===== src/rtl/pvs_pkg.sv =====
package pvs_pkg;

    typedef enum logic [1:0] {
        POL_ARRIVAL  = 2'd0,
        POL_RECENCY  = 2'd1,
        POL_SCARCITY = 2'd2,
        POL_ARRIVAL2 = 2'd3
    } policy_e;

    typedef struct packed {
        logic present;
        logic referenced;
        logic modified;
    } frame_flags_t;

    // Map a raw two-bit code onto the three rankings; the spare code ranks by arrival.
    function automatic policy_e norm_policy(input logic [1:0] code);
        policy_e p;
        p = policy_e'(code);
        if (p == POL_ARRIVAL2) p = POL_ARRIVAL;
        return p;
    endfunction

endpackage


===== src/rtl/pvs_timebase.sv =====
module pvs_timebase #(
    parameter int STAMP_W = 16,
    parameter int WINDOW  = 64
) (
    input  logic               clk,
    input  logic               rst,
    output logic [STAMP_W-1:0] now,
    output logic               win_expire
);
    localparam int WIN_W = (WINDOW > 2) ? $clog2(WINDOW) : 1;

    logic [WIN_W-1:0] win_cnt;

    assign win_expire = (win_cnt == WIN_W'(WINDOW - 1));

    always_ff @(posedge clk) begin
        if (rst) begin
            now     <= '0;
            win_cnt <= '0;
        end else begin
            now     <= now + 1'b1;
            win_cnt <= win_expire ? '0 : win_cnt + 1'b1;
        end
    end
endmodule


===== src/rtl/pvs_frame_table.sv =====
module pvs_frame_table
    import pvs_pkg::*;
#(
    parameter int N_FRAMES = 4,
    parameter int STAMP_W  = 16,
    parameter int USE_W    = 3,
    localparam int IDX_W   = $clog2(N_FRAMES)
) (
    input  logic                              clk,
    input  logic                              rst,
    input  logic [STAMP_W-1:0]                now,
    input  logic                              win_expire,
    input  logic                              ref_valid,
    input  logic [IDX_W-1:0]                  ref_frame,
    input  logic                              ref_write,
    input  logic                              load_valid,
    input  logic [IDX_W-1:0]                  load_frame,
    output frame_flags_t [N_FRAMES-1:0]       flags,
    output logic [N_FRAMES-1:0][STAMP_W-1:0]  arrival,
    output logic [N_FRAMES-1:0][STAMP_W-1:0]  last_use,
    output logic [N_FRAMES-1:0][USE_W-1:0]    use_cnt
);
    frame_flags_t [N_FRAMES-1:0]       flags_n;
    logic [N_FRAMES-1:0][STAMP_W-1:0]  arrival_n, last_use_n;
    logic [N_FRAMES-1:0][USE_W-1:0]    use_cnt_n;

    always_comb begin
        flags_n    = flags;
        arrival_n  = arrival;
        last_use_n = last_use;
        use_cnt_n  = use_cnt;
        for (int i = 0; i < N_FRAMES; i++) begin
            if (win_expire) use_cnt_n[i] = '0;
            if (load_valid && load_frame == IDX_W'(i)) begin
                flags_n[i]    = '{present: 1'b1, referenced: 1'b0, modified: 1'b0};
                arrival_n[i]  = now;
                last_use_n[i] = now;
                use_cnt_n[i]  = '0;
            end else if (ref_valid && ref_frame == IDX_W'(i) && flags[i].present) begin
                flags_n[i].referenced = 1'b1;
                if (ref_write) flags_n[i].modified = 1'b1;
                last_use_n[i] = now;
                if (use_cnt_n[i] != {USE_W{1'b1}}) use_cnt_n[i] = use_cnt_n[i] + 1'b1;
            end
        end
    end

    always_ff @(posedge clk) begin
        if (rst) begin
            flags    <= '0;
            arrival  <= '0;
            last_use <= '0;
            use_cnt  <= '0;
        end else begin
            flags    <= flags_n;
            arrival  <= arrival_n;
            last_use <= last_use_n;
            use_cnt  <= use_cnt_n;
        end
    end
endmodule


===== src/rtl/pvs_victim_pick.sv =====
module pvs_victim_pick
    import pvs_pkg::*;
#(
    parameter int N_FRAMES = 4,
    parameter int STAMP_W  = 16,
    parameter int USE_W    = 3,
    localparam int IDX_W   = $clog2(N_FRAMES),
    localparam int KEY_W   = STAMP_W + 1
) (
    input  policy_e                           policy,
    input  logic [STAMP_W-1:0]                now,
    input  frame_flags_t [N_FRAMES-1:0]       flags,
    input  logic [N_FRAMES-1:0][STAMP_W-1:0]  arrival,
    input  logic [N_FRAMES-1:0][STAMP_W-1:0]  last_use,
    input  logic [N_FRAMES-1:0][USE_W-1:0]    use_cnt,
    output logic [IDX_W-1:0]                  pick
);
    // Larger key = better victim. Top bit marks an empty frame.
    logic [N_FRAMES-1:0][KEY_W-1:0] key;

    generate
        for (genvar g = 0; g < N_FRAMES; g++) begin : g_key
            logic [STAMP_W-1:0] metric;
            always_comb begin
                unique case (policy)
                    POL_RECENCY:  metric = now - last_use[g];
                    POL_SCARCITY: metric = STAMP_W'({USE_W{1'b1}} - use_cnt[g]);
                    default:      metric = now - arrival[g];
                endcase
            end
            assign key[g] = {~flags[g].present, metric};
        end
    endgenerate

    // Strictly-greater replacement keeps the lowest index on ties.
    always_comb begin
        logic [KEY_W-1:0] best;
        best = key[0];
        pick = '0;
        for (int i = 1; i < N_FRAMES; i++) begin
            if (key[i] > best) begin
                best = key[i];
                pick = IDX_W'(i);
            end
        end
    end
endmodule


===== src/rtl/page_victim_sel.sv =====
module page_victim_sel
    import pvs_pkg::*;
#(
    parameter int N_FRAMES = 4,
    parameter int STAMP_W  = 16,
    parameter int USE_W    = 3,
    parameter int WINDOW   = 64
) (
    input  logic                        clk,
    input  logic                        rst,
    input  logic                        ref_valid,
    input  logic [$clog2(N_FRAMES)-1:0] ref_frame,
    input  logic                        ref_write,
    input  logic                        load_valid,
    input  logic [$clog2(N_FRAMES)-1:0] load_frame,
    input  logic                        fault_req,
    input  logic [1:0]                  fault_policy,
    output logic                        victim_valid,
    output logic [$clog2(N_FRAMES)-1:0] victim_frame,
    output logic                        victim_dirty,
    output logic [N_FRAMES-1:0]         frame_present,
    output logic [N_FRAMES-1:0]         frame_referenced,
    output logic [N_FRAMES-1:0]         frame_modified
);
    localparam int IDX_W = $clog2(N_FRAMES);

    logic [STAMP_W-1:0]                now;
    logic                              win_expire;
    frame_flags_t [N_FRAMES-1:0]       flags;
    logic [N_FRAMES-1:0][STAMP_W-1:0]  arrival, last_use;
    logic [N_FRAMES-1:0][USE_W-1:0]    use_cnt;
    logic [IDX_W-1:0]                  pick;

    pvs_timebase #(.STAMP_W(STAMP_W), .WINDOW(WINDOW)) u_time (
        .clk(clk), .rst(rst), .now(now), .win_expire(win_expire)
    );

    pvs_frame_table #(.N_FRAMES(N_FRAMES), .STAMP_W(STAMP_W), .USE_W(USE_W)) u_table (
        .clk(clk), .rst(rst), .now(now), .win_expire(win_expire),
        .ref_valid(ref_valid), .ref_frame(ref_frame), .ref_write(ref_write),
        .load_valid(load_valid), .load_frame(load_frame),
        .flags(flags), .arrival(arrival), .last_use(last_use), .use_cnt(use_cnt)
    );

    pvs_victim_pick #(.N_FRAMES(N_FRAMES), .STAMP_W(STAMP_W), .USE_W(USE_W)) u_pick (
        .policy(norm_policy(fault_policy)), .now(now), .flags(flags),
        .arrival(arrival), .last_use(last_use), .use_cnt(use_cnt), .pick(pick)
    );

    generate
        for (genvar g = 0; g < N_FRAMES; g++) begin : g_flags
            assign frame_present[g]    = flags[g].present;
            assign frame_referenced[g] = flags[g].referenced;
            assign frame_modified[g]   = flags[g].modified;
        end
    endgenerate

    always_ff @(posedge clk) begin
        if (rst) begin
            victim_valid <= 1'b0;
            victim_frame <= '0;
            victim_dirty <= 1'b0;
        end else begin
            victim_valid <= fault_req;
            if (fault_req) begin
                victim_frame <= pick;
                victim_dirty <= flags[pick].modified;
            end
        end
    end
endmodule


===== config.mk =====
export PLATFORM = sky130hd
export DESIGN_NAME = page_victim_sel
export DESIGN_NICKNAME = d
export VERILOG_FILES = /design/src/rtl/pvs_pkg.sv /design/src/rtl/pvs_timebase.sv /design/src/rtl/pvs_frame_table.sv /design/src/rtl/pvs_victim_pick.sv /design/src/rtl/page_victim_sel.sv
export SDC_FILE = /design/constraint.sdc
export NUM_CORES = 1
export LEC_CHECK = 0
export BUFFER_PORTS_ARGS = -buffer_cell sky130_fd_sc_hd__buf_2
export CAP_MARGIN = 25
export CORE_MARGIN = 10
export CORE_UTILIZATION = 55
export CTS_CLUSTER_SIZE = 28
export DETAILED_ROUTE_END_ITERATION = 16
export PLACE_DENSITY = 0.72
export SLEW_MARGIN = 20
export SYNTH_ARGS = -nofsm -noshare
export SYNTH_HDL_FRONTEND = slang
export SYNTH_HIERARCHICAL = 1
export SYNTH_SLANG_ARGS = --single-unit

===== constraint.sdc =====
create_clock -name clk -period 9.1 [get_ports clk]
set_clock_uncertainty 0.1 [all_clocks]
set_input_delay 1.365 -clock clk [delete_from_list [all_inputs] [get_ports clk]]
set_output_delay 1.365 -clock clk [all_outputs]
set_load 0.005 [all_outputs]

Yosys cells after proc, flatten, opt, wreduce, memory -nomap -nowiden

Cells that the tools add are included.

Logic and storage cells: 128
Bits of input ports: 12
Output and inout port bits: 16
Flip-flop bits (word level): 178

Equality and inequality tests: 14
Add/subtract/negate cells: 18
Muxes and demuxes: 32
Bitwise logic cells: 4
Reduce and logical (&&, ||, !) cells: 27
Order comparisons: 4

Operators by type and width:

| operator                                            | count |
|---|---|
| 2-to-1 mux 16 bit                                   | 8 |
| case mux 16 bit (2 select lines)                    | 4 |
| subtractor 16 bit                                   | 8 |
| > comparator 17 bit                                 | 3 |
| 2-to-1 mux 3 bit                                    | 12 |
| 2-to-1 mux 17 bit                                   | 2 |
| adder 16 x 1 -> 16 bit, second input constant       | 1 |
| subtractor 3 x 3 -> 4 bit, first input constant     | 4 |
| adder 3 x 1 -> 3 bit, second input constant         | 4 |
| equality test 2 bit, second input constant          | 6 |
| logical AND 1 bit                                   | 12 |
| != test 3 bit, second input constant                | 4 |
| OR reduction 2 bit                                  | 5 |
| AND reduction 2 bit                                 | 4 |
| nonzero test 2 bit                                  | 4 |
| adder 6 x 1 -> 6 bit, second input constant         | 1 |
| binary-select mux 3 bit (select 2 bit)              | 1 |
| equality test 2 x 1 -> 1 bit, second input constant | 3 |
| equality test 6 bit, second input constant          | 1 |
| 2-to-1 mux 2 bit                                    | 3 |
| zero test 2 bit                                     | 2 |
| inverter 1 bit                                      | 4 |
| < comparator 2 x 3 -> 1 bit, second input constant  | 1 |
| 2-to-1 mux 1 bit                                    | 2 |

Depth between registers and ports, before layout

Gate-level depths: netlist (run 1).

Depth in word-level cells: 12
Gate-level depth with buffers: 47
Gate-level depth less buffers: 43

Hierarchy

The synthesis (run 1) kept the hierarchy.

By module, submodules not included:

| module          | instances | seq. area each (um^2) | cells each | area an instance (um^2) |
|---|---|---|---|---|
| pvs_frame_table | 1         | 3042.9                | 612        | 5726.7 |
| pvs_victim_pick | 1         | 0.0                   | 725        | 5320.1 |
| pvs_timebase    | 1         | 440.4                 | 102        | 934.6 |
| page_victim_sel | 1         | 80.1                  | 17         | 186.4 |

Least setup slack after synthesis (run 1)

OpenSTA, ideal clock, no wires.

Kind: input-to-reg
From: input fault_policy[1]
To: register victim_dirty
Path buffers: 4
Required time: 8.921 ns
Stages on the path: 46
Arrival time: 9.406 ns
Library setup time: 0.079 ns
Path slack: -0.485 ns
Cells stage by stage: nor2b_1 -> nand2b_1 -> clkbuf_1 -> clkbuf_1 -> nand2_1 -> nand2_1 -> ha_1 -> fa_1 -> nor2b_1 -> o21a_1 -> o21ai_1 -> a21oi_1 -> o21a_1 -> or3_1 -> nand2_1 -> inv_1 -> ha_1 -> nand3_1 -> [... 10 more ...] -> a21o_1 -> a21o_1 -> a21oi_1 -> o211a_1 -> a21oi_1 -> clkbuf_1 -> mux2_2 -> ha_1 -> a21o_1 -> a21o_1 -> a21oi_1 -> o21ai_0 -> a221oi_1 -> o21ai_0 -> o41ai_1 -> nand2b_1 -> or3b_1 -> o221ai_2

Word-level cells in the longest chain between the ends: 12
Elaborated cells between the ends (all ways): 18
Classes of those cells: 3 x order compare; 3 x eq/ne; 12 x mux

RTL lines:

| what                                                                | line                  | source |
|---|---|---|
| start: declaration                                                  | page_victim_sel.sv:17 | `input logic [1:0] fault_policy,` |
| equality test 2 bit                                                 | pvs_pkg.sv:20         | `if (p == POL_ARRIVAL2) p = POL_ARRIVAL;` |
| 2-to-1 mux 2 bit (*)                                                | pvs_pkg.sv:20         |  |
| equality test 2 bit or equality test 2 x 1 -> 1 bit (tied branches) | pvs_victim_pick.sv:25 | `unique case (policy)` |
| case mux 16 bit (2 select lines)                                    | pvs_victim_pick.sv:25 |  |
| > comparator 17 bit                                                 | pvs_victim_pick.sv:41 | `if (key[i] > best) begin` |
| 2-to-1 mux 17 bit                                                   | pvs_victim_pick.sv:41 |  |
| > comparator 17 bit                                                 | pvs_victim_pick.sv:41 |  |
| 2-to-1 mux 17 bit                                                   | pvs_victim_pick.sv:41 |  |
| > comparator 17 bit                                                 | pvs_victim_pick.sv:41 |  |
| 2-to-1 mux 2 bit (*)                                                | pvs_victim_pick.sv:41 |  |
| net pick[0]                                                         | page_victim_sel.sv:32 | `logic [IDX_W-1:0] pick;` |
| binary-select mux 3 bit (select 2 bit) (*)                          | page_victim_sel.sv:67 | `victim_dirty <= flags[pick].modified;` |
| 2-to-1 mux 1 bit (implied by the code) (*)                          | page_victim_sel.sv:67 |  |
| end signal: assignment                                              | page_victim_sel.sv:67 |  |
| end: declaration                                                    | page_victim_sel.sv:20 | `output logic victim_dirty,` |

The timed path passes the listed nets; every way through them passes the cells marked *. The select of a mux whose other input is x is not followed.
A chain may end at the register's enable or synchronous reset.

Final worst setup path (run 1)

Ends and elaborated chain as after synthesis.

==> results of run 1 <==
[power by group]
part           internal, mW  switching [mW]  total (mW)
clock network         0.364           0.369       0.733
logic                 0.567           0.585        1.15
registers             0.788         0.00756       0.796
[metrics by stage]
| stage | cells | power, mW |
|---|---|---|
| global route | 1840 | 2.80 |
| CTS | 1816 | 2.44 |
| global placement | 1784 | 1.69 |
| floorplan | 1456 | 1.40 |
| detailed placement | 1784 | 1.70 |
| finish | 1840 | 2.68 |
[cell type report]
cell class | instances | area share
Clock buffer | 17 | 0.0299
Clock inverter | 15 | 0.00985
Inverter | 50 | 0.0132
Multi-Input combinational cell | 1163 | 0.596
Sequential cell | 178 | 0.251
Tap cell | 280 | 0.0246
Timing Repair Buffer | 137 | 0.0757
[sequential cells by signal, indices dropped and copies added (netlist names)]
| signal | cells |
|---|---|
| u_table/use_cnt | 12 |
| victim_dirty | 1 |
| victim_frame | 2 |
| u_table/arrival | 64 |
| u_time/now | 16 |
| u_time/win_cnt | 6 |
| u_table/flags | 12 |
| victim_valid | 1 |
| u_table/last_use | 64 |
[cells by family after synthesis]
family,synth area share
AND/OR/NAND/NOR,0.226
AO/OA/AOI/OAI,0.146
buffers and inverters,0.0430
multiplexers,0.120
XOR/XNOR,0.0497
adder cells (fa/ha/maj),0.123
flip-flops,0.293
[cells in the mapped netlist (4+ instances only)]
| cell type | n | area share |
|---|---|---|
| nand2_1 | 210 | 0.065 |
| dfxtp_1 | 178 | 0.29 |
| a21oi_1 | 135 | 0.056 |
| mux2i_1 | 134 | 0.11 |
| ha_1 | 113 | 0.12 |
| nor2_1 | 102 | 0.031 |
| nand2b_1 | 94 | 0.048 |
| inv_1 | 50 | 0.015 |
| xnor2_1 | 49 | 0.035 |
| o21ai_0 | 35 | 0.014 |
| a21o_1 | 33 | 0.020 |
| clkbuf_1 | 29 | 0.0089 |
| nor3_1 | 27 | 0.011 |
| buf_2 | 23 | 0.0095 |
| nand3_1 | 23 | 0.0095 |
| xor2_1 | 20 | 0.014 |
| o21a_1 | 16 | 0.0099 |
| nor2b_1 | 14 | 0.0072 |
| nand4_1 | 13 | 0.0067 |
| and3_1 | 10 | 0.0051 |
| o21ai_1 | 10 | 0.0041 |
| a31oi_1 | 9 | 0.0046 |
| or3_1 | 9 | 0.0046 |
| a211oi_1 | 8 | 0.0049 |
| mux2_2 | 8 | 0.0074 |
| and4b_1 | 6 | 0.0049 |
| buf_1 | 5 | 0.0015 |
| buf_6 | 5 | 0.0046 |
| nor4_1 | 5 | 0.0026 |
| a221oi_1 | 4 | 0.0029 |
| fa_1 | 4 | 0.0066 |
| o21bai_1 | 4 | 0.0025 |
| o31ai_1 | 4 | 0.0025 |
[metal layers]
layer,share of wire,vias up,GRT usage
met5,0,-,0
met4,0.031,0,0.0765
met3,0.060,69,0.0345
met2,0.46,329,0.380
met1,0.45,5231,0.327
li1,-,5271,-
[worst max-delay path: cells and delay by family]
| kind | cells | cell delay (ns) |
|---|---|---|
| AOI/OAI and AO/OA | 23 | 3.40 |
| adders and majority gates | 5 | 1.51 |
| and+or+nand+nor | 10 | 1.43 |
| buffers and inverters | 8 | 1.18 |
| muxes | 1 | 0.22 |
| xor gates and xnor gates | 1 | 0.14 |
[path summary, 6_finish.rpt]
path	depth (start not counted)	to
worst max-delay path	48	victim_dirty
worst max register to register	39	victim_dirty
worst min-delay path	2	u_table/arrival[23]
worst min register to register	2	u_table/arrival[23]
[timing repair]
action,CTS,global route
setup endpoints to repair,1,3
buffers inserted,0,20
pin swaps,0,42
gates resized for setup,5,82
cloned,0,3
==> impl_results.md, run 1 <==
* Inserted Diodes at 0
* GP Congestion at 0.974
* Clk buf depth at 2
* Tcrit/Tclk final at 0.987
* Fin. max-slew vios at 0
* Worst EP required at 9.37 ns
* Io pins at 28
* Status: complete, no violations
* Most common cell after layout, fill and taps aside: nand2_1
* Normalized max-slew margin at 0.282
* Class of the worst hold path: reg -> reg
* Crit start category: input pin
* Dpl hpwl at about 25,000 um
* Max-Cap Viols at 0
* Distinct cells, synth at 77
* Fillers at 1,814
* WL final at around 36,000 um
* Insertion delay to the later sink of the worst-skew pair at 0.45 ns
* Port buffer count at 27
* Sequential fraction of the synthesis area at 0.293
* Crit path kind: in -> reg
* Fmax at 111 MHz
* Post-layout net count at 1,676
* Worst min-delay path startpoint: u_table/arrival[23]
* Min cycle time layout at 8.98 ns
* Yosys warning count at 6
* Post-synthesis to final-layout area growth at 16.9%
* Reg-to-reg startpoint: u_time/now[2]
* Chip width at 169 um
* Worst-margin pin slew at 1.08 ns
* Num CTS Buffers at 17
* Reg clk slew, reported paths at 0.07 ns
* Initial antenna violation count at 0
* DR iter-0 viols at 1,074
* PnR worst setup slack at 0.119 ns
* Synthesized flop and latch total at 178
* Hold buffers post-CTS at 0
* Most frequent cells in the layout: nand2_1 (205), dfxtp_1 (178), mux2i_1 (131)
* Vias in the first global route at 10.2k
* Final core occ at 0.652
* Largest stage delay, worst path at 0.41 ns
* Largest net degree at the start of global routing at around 110
* Setup WS pre-CTS at -0.499 ns
* Grt ovf at 0
* Routed via count at 10.9k
* Antenna Nets Post-Route at 0
* # setup viols final at 0
* Wire per inst at 19.7 um
* Area of the multi-input gates at roughly 0.0085 mm2
* CTS H-tree depth at 4
* Crit path from: fault_policy[1]
* Ys flop type: dfxtp_1
* Full die area at roughly 0.028 mm2
* Crit. End Element: register
* Critical path peak fanout at 6
* First-pass GRT wire length at 55,100 um
* Post-route setup TNS at 0 ns
* DP Area at 0.0130 mm2
* Starting Density at 0.558
* CTS root buf: clkbuf_16
* Register Area at 0.00356 mm2
* DRC errors left at 0
* Area of the mapped netlist at 0.0122 mm2
* Die height at 169 um
* Synth Area per Inst at 8.36 um2
* VDD IR max at 0.000115 V
* CTS tree: built
* Syn Inst Count at 1,456
* Initial DRT Pass Iterations at 5
* Share of cells above drive strength 1 at 0.177
* Worst reg2reg setup slack at 1.10 ns
* DR vias/cell at around 5.9
* Pleak at 6.28 nW
* Critical-path top delay cell: or3b_4
* Asr flop ratio synth at 0
* P per Cell Area at 188 mW/mm2
* GRT Util Overall at 0.239
* Finished layout cell area at around 0.014 mm2
* Crit-path most repeated cell: a21oi_2
* WP data arrival at 9.25 ns
* Final Hold Viols at 0
* Core Box Area at 0.0218 mm2
* Post-synth EDFFs at 0
* RSZ-0062 raised after global routing: yes
* Hold_ws at 0.355 ns
* Syn Nets at 1,585
* Num Clock Sinks at 178
* FP Rows at 54
Note: power is estimated with default switching activity, not from simulation.
==> run 2, diff against run 1 <==
Settings changed: SYNTH_HIERARCHICAL 1 to unset.
Clock period 9.1 ns to 7.37 ns, I/O delays scaled along.
==> run 2 against run 1 <==
Effect of this change: the flow now finishes with violations (negative setup slack); sequential share of layout area shrank 1.2 points; power grew 29%; non-clock buffer count increased by 127; via count up 7.8%; first-iteration DRC count down 1.0%.
==> impl_results.md, run 2 <==
* Critical path peak fanout at 6
* CP bufs+invs at 13
* Fin cells at around 2k
* FP Rows at 53
* Most frequent cells in the layout: nand2_1 (342), buf_4 (219), a21oi_1 (181)
* Io pins at 28
* WP data arrival at 8.48 ns
* Worst min-delay path startpoint: u_table.last_use[11]
* Insertion delay to the later sink of the worst-skew pair at 0.46 ns
* Class of the worst hold path: reg -> reg
* Final Hold Viols at 0
* Vias in the first global route at 11.5k
* Normalized max-slew margin at 0.326
* Largest registers in the final layout: u_table.arrival (64), u_table.last_use (64), u_time.now (16)
* Antenna Nets Post-Route at 0
* First-pass GRT wire length at 59,000 um
* Crit. End Element: register
* Post-layout net count at 1,864
* Synthesized flop and latch total at 178
* Starting Density at 0.562
* Post-synth EDFFs at 0
* WP depth at 45
* Syn Nets at 1,669
* DR iter-0 viols at 1,063
* Syn Inst Count at roughly 1.5k
* Initial antenna violation count at 0
* Worst-margin pin slew at 1.01 ns
* Top cell type's share of synthesized area at 0.301
* Tcrit/Tclk final at 1.12
* Crit path from: fault_policy[0]
* Hold buffers post-CTS at 0
* Inserted Diodes at 0
* Routed via count at ~12k
* CP top delay family: compound AO/OA/AOI/OAI gates
* Top post-synthesis cells by area: dfxtp_1 (30%), ha_1 (12%), nand2_1 (11%), a21oi_1 (8.1%), mux2i_1 (5.5%)
* Min cycle time layout at 8.27 ns
* CTS tree: built
* CTS H-tree depth at 4
* Failing checks: negative setup slack
* Crit-path most repeated cell: buf_4
* Port buffer count at 27
* Largest stage delay, worst path at 0.36 ns
* Worst Setup EP: victim_dirty
* Num CTS Buffers at 17
* Sequential fraction of the synthesis area at 0.301
* Pleak at 6.33 nW
* Asr flop ratio synth at 0
* Dpl hpwl at 25,900 um
* Num Clock Sinks at 178
* Max-Cap Viols at 0
* # setup viols final at 3
* WL final at 36,500 um
* Crit path kind: in -> reg
* Status: finished with violations
* Wire per inst at 18.1 um
* Die height at roughly 170 um
* Synth Area per Inst at 7.71 um2
* Area of the mapped netlist at 0.0118 mm2
* Ys flop type: dfxtp_1
* DRC errors left at 0
* RSZ-0062 raised after global routing: yes
* Initial DRT Pass Iterations at 5
* Most common cell after layout, fill and taps aside: nand2_1
* Core Box Area at 0.0211 mm2
* FF-to-FF End: victim_dirty
* PnR worst setup slack at -0.903 ns
* Reg-to-reg startpoint: u_table.last_use[1]
* Clk buf depth at 2
* P per Cell Area at between 200 and 250 mW/mm2
* Most common cell in the netlist: nand2_1
* Fmax at 121 MHz
* Top cells by count, synth: nand2_1 (344), a21oi_1 (191), dfxtp_1 (178), ha_1 (117), nor2_1 (108)
* DR vias/cell at 5.82
* Fin. max-slew vios at 0
* Yosys warning count at 0
* Worst reg2reg setup slack at -0.22 ns
* Placed insts at 1,950
* Post-synthesis to final-layout area growth at 26.2%
* GP Congestion at a little over 0.9
* Share of cells above drive strength 1 at 0.224
* Post-synth top area cell: dfxtp_1
* Critical-path top delay cell: or3b_1
* Crit start category: input pin
* VDD IR max at between 0.00015 and 0.0002 V
* Distinct cells, synth at 77
* Reg clk slew, reported paths at 0.07 ns
* Grt ovf at 0
* Worst EP required at 7.58 ns
* Chip width at 167 um
* Full die area at 0.0278 mm2
* CTS root buf: clkbuf_16
* Largest net degree at the start of global routing at 91
* GRT Util Overall at 0.256
* Worst R2R Path Depth at 43
* Design Power at ~3.5 mW
-- run 2: changes by cell type in the layout (fill, tap and decap cells not counted), moves of 16 or more --
cell,before,now
and2_1,3,19
nand2_1,205,342
inv_1,48,31
mux2i_1,131,60
nand2b_1,92,8
buf_4,101,219
a21oi_1,124,181
-- run 2: what timing repair did --
action | in CTS | in global routing
gates cloned | 2 | 0
pin swaps | 59 | 35
gates resized for setup | 57 | 36
hold endpoints to repair | 0 | 0
setup buffers | 27 | 8
endpoints found under the setup margin | 3 | 3
-- run 2: worst min-delay path by stage --
| stage | slack [ns] | cells past startpoint | to |
|---|---|---|---|
| after detailed placement | 0.34 | 2 | u_table.last_use[9] |
| after global placement | 0.34 | 2 | u_table.last_use[4] |
| final | 0.35 | 2 | u_table.last_use[11] |
| after CTS | 0.35 | 2 | u_table.last_use[11] |
| after global routing | 0.37 | 2 | u_table.last_use[4] |
| after floorplan | 0.33 | 2 | u_table.last_use[2] |
-- run 2: per-stage QoR --
step | hold WS, ns | setup slack (ns) | TNS (ns) | utilization | instance area [um2]
3_3_place_gp | 0.337 | -1.28 | -3.55 | 0.644 | 13600
5_1_grt | 0.367 | -1.27 | -3.45 | 0.709 | 14900
4_1_cts | 0.353 | -0.623 | -1.65 | 0.698 | 14700
3_5_place_dp | 0.343 | -1.44 | -4.02 | 0.644 | 13600
6_report | 0.351 | -0.903 | -2.34 | 0.709 | 14900
2_1_floorplan | 0.331 | -0.817 | -1.79 | - | 12000
-- run 2: kinds of logic after synthesis --
family                   Yosys count  synth area share
multiplexers                      68            0.0578
adder cells (fa/ha/maj)          121             0.130
AND/OR/NAND/NOR                  599             0.221
buffers and inverters            123            0.0410
XOR/XNOR                          68            0.0503
AO/OA/AOI/OAI                    379             0.199
flip-flops                       178             0.301
-- run 2: area by class of cell --
| type | count | area, um2 |
|---|---|---|
| timing repair buffer | 264 | 2040 |
| fill | 1678 | 6150 |
| tap | 275 | 344 |
| sequential | 178 | 3560 |
| clock buffer | 18 | 439 |
| inverter | 34 | 130 |
| clock inverter | 14 | 164 |
| multi-input combinational | 1236 | 8260 |
-- run 2: power by group --
group / internal [mW] / switching (mW) / leakage [nW]
sequential: 0.975 / 0.0107 / 1.44
combinational: 0.773 / 0.753 / 4.60
clock: 0.492 / 0.450 / 0.289
-- run 2: worst min-delay path: cells and delay by family (launching register included) --
| kind | cells | cell delay [ns] |
|---|---|---|
| DFF | 1 | 0.31 |
| and+or+nand+nor | 1 | 0.05 |
| AOI/OAI and AO/OA | 1 | 0.05 |
-- run 2: per-layer routing --
metal	share of wire	routed length [um]	vias up	track usage
met3	0.063	2290	80	0.0414
met1	0.44	16100	5563	0.325
met4	0.037	1370	0	0.112
met2	0.46	16700	401	0.422
met5	0	0	-	0
li1	-	-	5702	-
==> run 3, diff against run 2 <==
Settings changed: CORE_ASPECT_RATIO set to 0.5.
==> run 3 against run 2 <==
Effect of this change: the run still ends with negative setup slack left; wire length is 7.9% higher; clock power fell by 2%; count of clock-buffer cells in the layout rose by 2; via count up 3.4%; first-iteration DRC count increased by 19%.
==> impl_results.md, run 3 (synthesis gave the netlist of run 2 again) <==
* Post-layout net count at about 1.9k
* Crit start category: input pin
* WL final at 39,400 um
* CTS root buf: clkbuf_16
* Critical-path top delay cell: or3b_1
* Grt ovf at 0
* Starting Density at 0.569
* RSZ-0062 raised after global routing: yes
* DR vias/cell at 5.99
* Num CTS Buffers at 17
* Largest registers in the final layout: u_table.arrival (64), u_table.last_use (64), u_time.now (16)
* Worst min-delay path startpoint: u_table.last_use[56]
* Most common cell after layout, fill and taps aside: nand2_1
* VDD IR max at 0.000174 V
* Setup WS pre-CTS at -1.54 ns
* Hold buffers post-CTS at 0
* Finished layout cell area at 0.0150 mm2
* Num Clock Sinks at 178
* Sw Share at 0.347
* Port buffer count at 27
* Most frequent cells in the layout: nand2_1 (341), buf_4 (234), a21oi_1 (183)
* Class of the worst hold path: reg -> reg
* Core Box Area at 0.0208 mm2
* Clock power share at 0.279
* GP Congestion at approximately 1.0
* First-pass GRT wire length at ~61,000 um
* FP Rows at 37
* Crit path from: fault_policy[0]
* Worst-margin pin slew at 0.982 ns
* Initial antenna violation count at 0
* Final Hold Viols at 0
* Max-Cap Viols at 0
* P per Cell Area at ~220 mW/mm2
* Largest stage delay, worst path at 0.37 ns
* CTS H-tree depth at 4
* Critical path peak fanout at 6
* Fin. max-slew vios at 0
* DP Area at 0.0137 mm2
* Reg clk slew, reported paths at 0.07 ns
* Antenna Nets Post-Route at 0
* Wire per inst at roughly 19 um
* Vias in the first global route at ~11k
* Normalized max-slew margin at 0.345
* Initial DRT Pass Iterations at 5
* Post-synthesis to final-layout area growth at 26.5%
* GRT Util Overall at 0.278
* Fmax at roughly 120 MHz
* Crit path kind: in -> reg
* Pleak at 6.38 nW
* Share of cells above drive strength 1 at 0.228
* Fillers at 1,625
* Insertion delay to the later sink of the worst-skew pair at 0.45 ns
* Power Internal at 2.16 mW
* Clk buf depth at 2
* Full die area at 0.0282 mm2
* Dpl hpwl at roughly 29,000 um
* WP data arrival at 8.44 ns
* DRC errors left at 0
* Min cycle time layout at 8.25 ns
* DR iter-0 viols at 1,266
* Largest net degree at the start of global routing at 95
* Chip width at 228 um
* PnR worst setup slack at -0.878 ns
* # setup viols final at 3
* Failing checks: negative setup slack
* Status: finished with violations
* Tcrit/Tclk final at 1.12
* Io pins at 28
* CTS tree: built
* Inserted Diodes at 0
* Worst EP required at 7.56 ns
* Switch Pwr at 1.15 mW
* Crit. End Element: register
* Share of power burned in registers at 0.298
* Die height at 124 um
* Combinational power share at 0.423
* Routed via count at 12.1k
* Reg-to-reg startpoint: u_table.arrival[1]
## run 3: changes by cell type in the layout (fill, tap and decap cells not counted), moves of 4 or more
| cell | before | now |
|---|---|---|
| a31oi_1 | 5 | 9 |
| buf_4 | 219 | 234 |
| buf_6 | 15 | 9 |
| mux2i_1 | 60 | 56 |
| mux2i_2 | 3 | 7 |
## run 3: critical path: cells and delay by family
| kind | cells | cell delay, ns |
|---|---|---|
| xor+xnor | 1 | 0.13 |
| simple gates | 10 | 1.93 |
| mux | 1 | 0.25 |
| buf+inv | 6 | 0.83 |
| compound gates | 19 | 3.08 |
| fa+ha+maj | 4 | 1.06 |
## run 3: final timing paths
kind | endpoint | cells past startpoint | slack (ns)
setup / recovery | victim_dirty | 41 | -0.88
hold / removal | u_table.last_use[56] | 2 | 0.35
setup reg to reg | victim_dirty | 39 | -0.15
hold reg to reg | u_table.last_use[56] | 2 | 0.35
## run 3: layer usage
layer,up-vias,part of all wire,GRT usage
met5,-,0,0
met4,0,0.024,0.103
met3,83,0.10,0.0563
met2,548,0.43,0.428
met1,5776,0.45,0.381
li1,5733,-,-
## run 3: power by group through the flow
| stage | logic [mW] | registers (mW) | clock network (mW) |
|---|---|---|---|
| 2_1_floorplan | 0.785 | 1.01 | 0 |
| 3_3_place_gp | 1.15 | 1.01 | 0 |
| 3_5_place_dp | 1.19 | 1.01 | 0 |
| 4_1_cts | 1.29 | 0.986 | 0.933 |
| 5_1_grt | 1.52 | 0.987 | 0.964 |
| 6_report | 1.40 | 0.986 | 0.924 |
## run 3: repair_timing
item | 4_1_cts | 5_1_grt
cloned | 3 | 0
gates resized for setup | 54 | 33
pin swaps | 41 | 25
hold endpoints to repair | 0 | 0
buffers inserted | 23 | 4
setup endpoints to repair | 3 | 3
## run 3: area by class of cell
class,instances,area [um2],share of cell area
clock buffer,20,437,0.0291
tap,273,342,0.0228
timing repair buffer,275,2130,0.142
inverter,34,130,0.00868
sequential,178,3560,0.238
clock inverter,12,146,0.00977
multi-input combinational,1236,8240,0.550
## run 3: per-stage QoR
stage               total power, mW  hold slack (ns)  cells  utilization  TNS, ns
finish                         3.31            0.351   2028        0.719    -2.17
global route                   3.48            0.366   2028        0.719    -3.02
detailed placement             2.19            0.343   1964        0.658    -4.07
global placement               2.16            0.337   1964        0.658    -3.67
floorplan                      1.79            0.331   1536            -    -1.79
CTS                            3.21            0.352   2022        0.709    -1.45
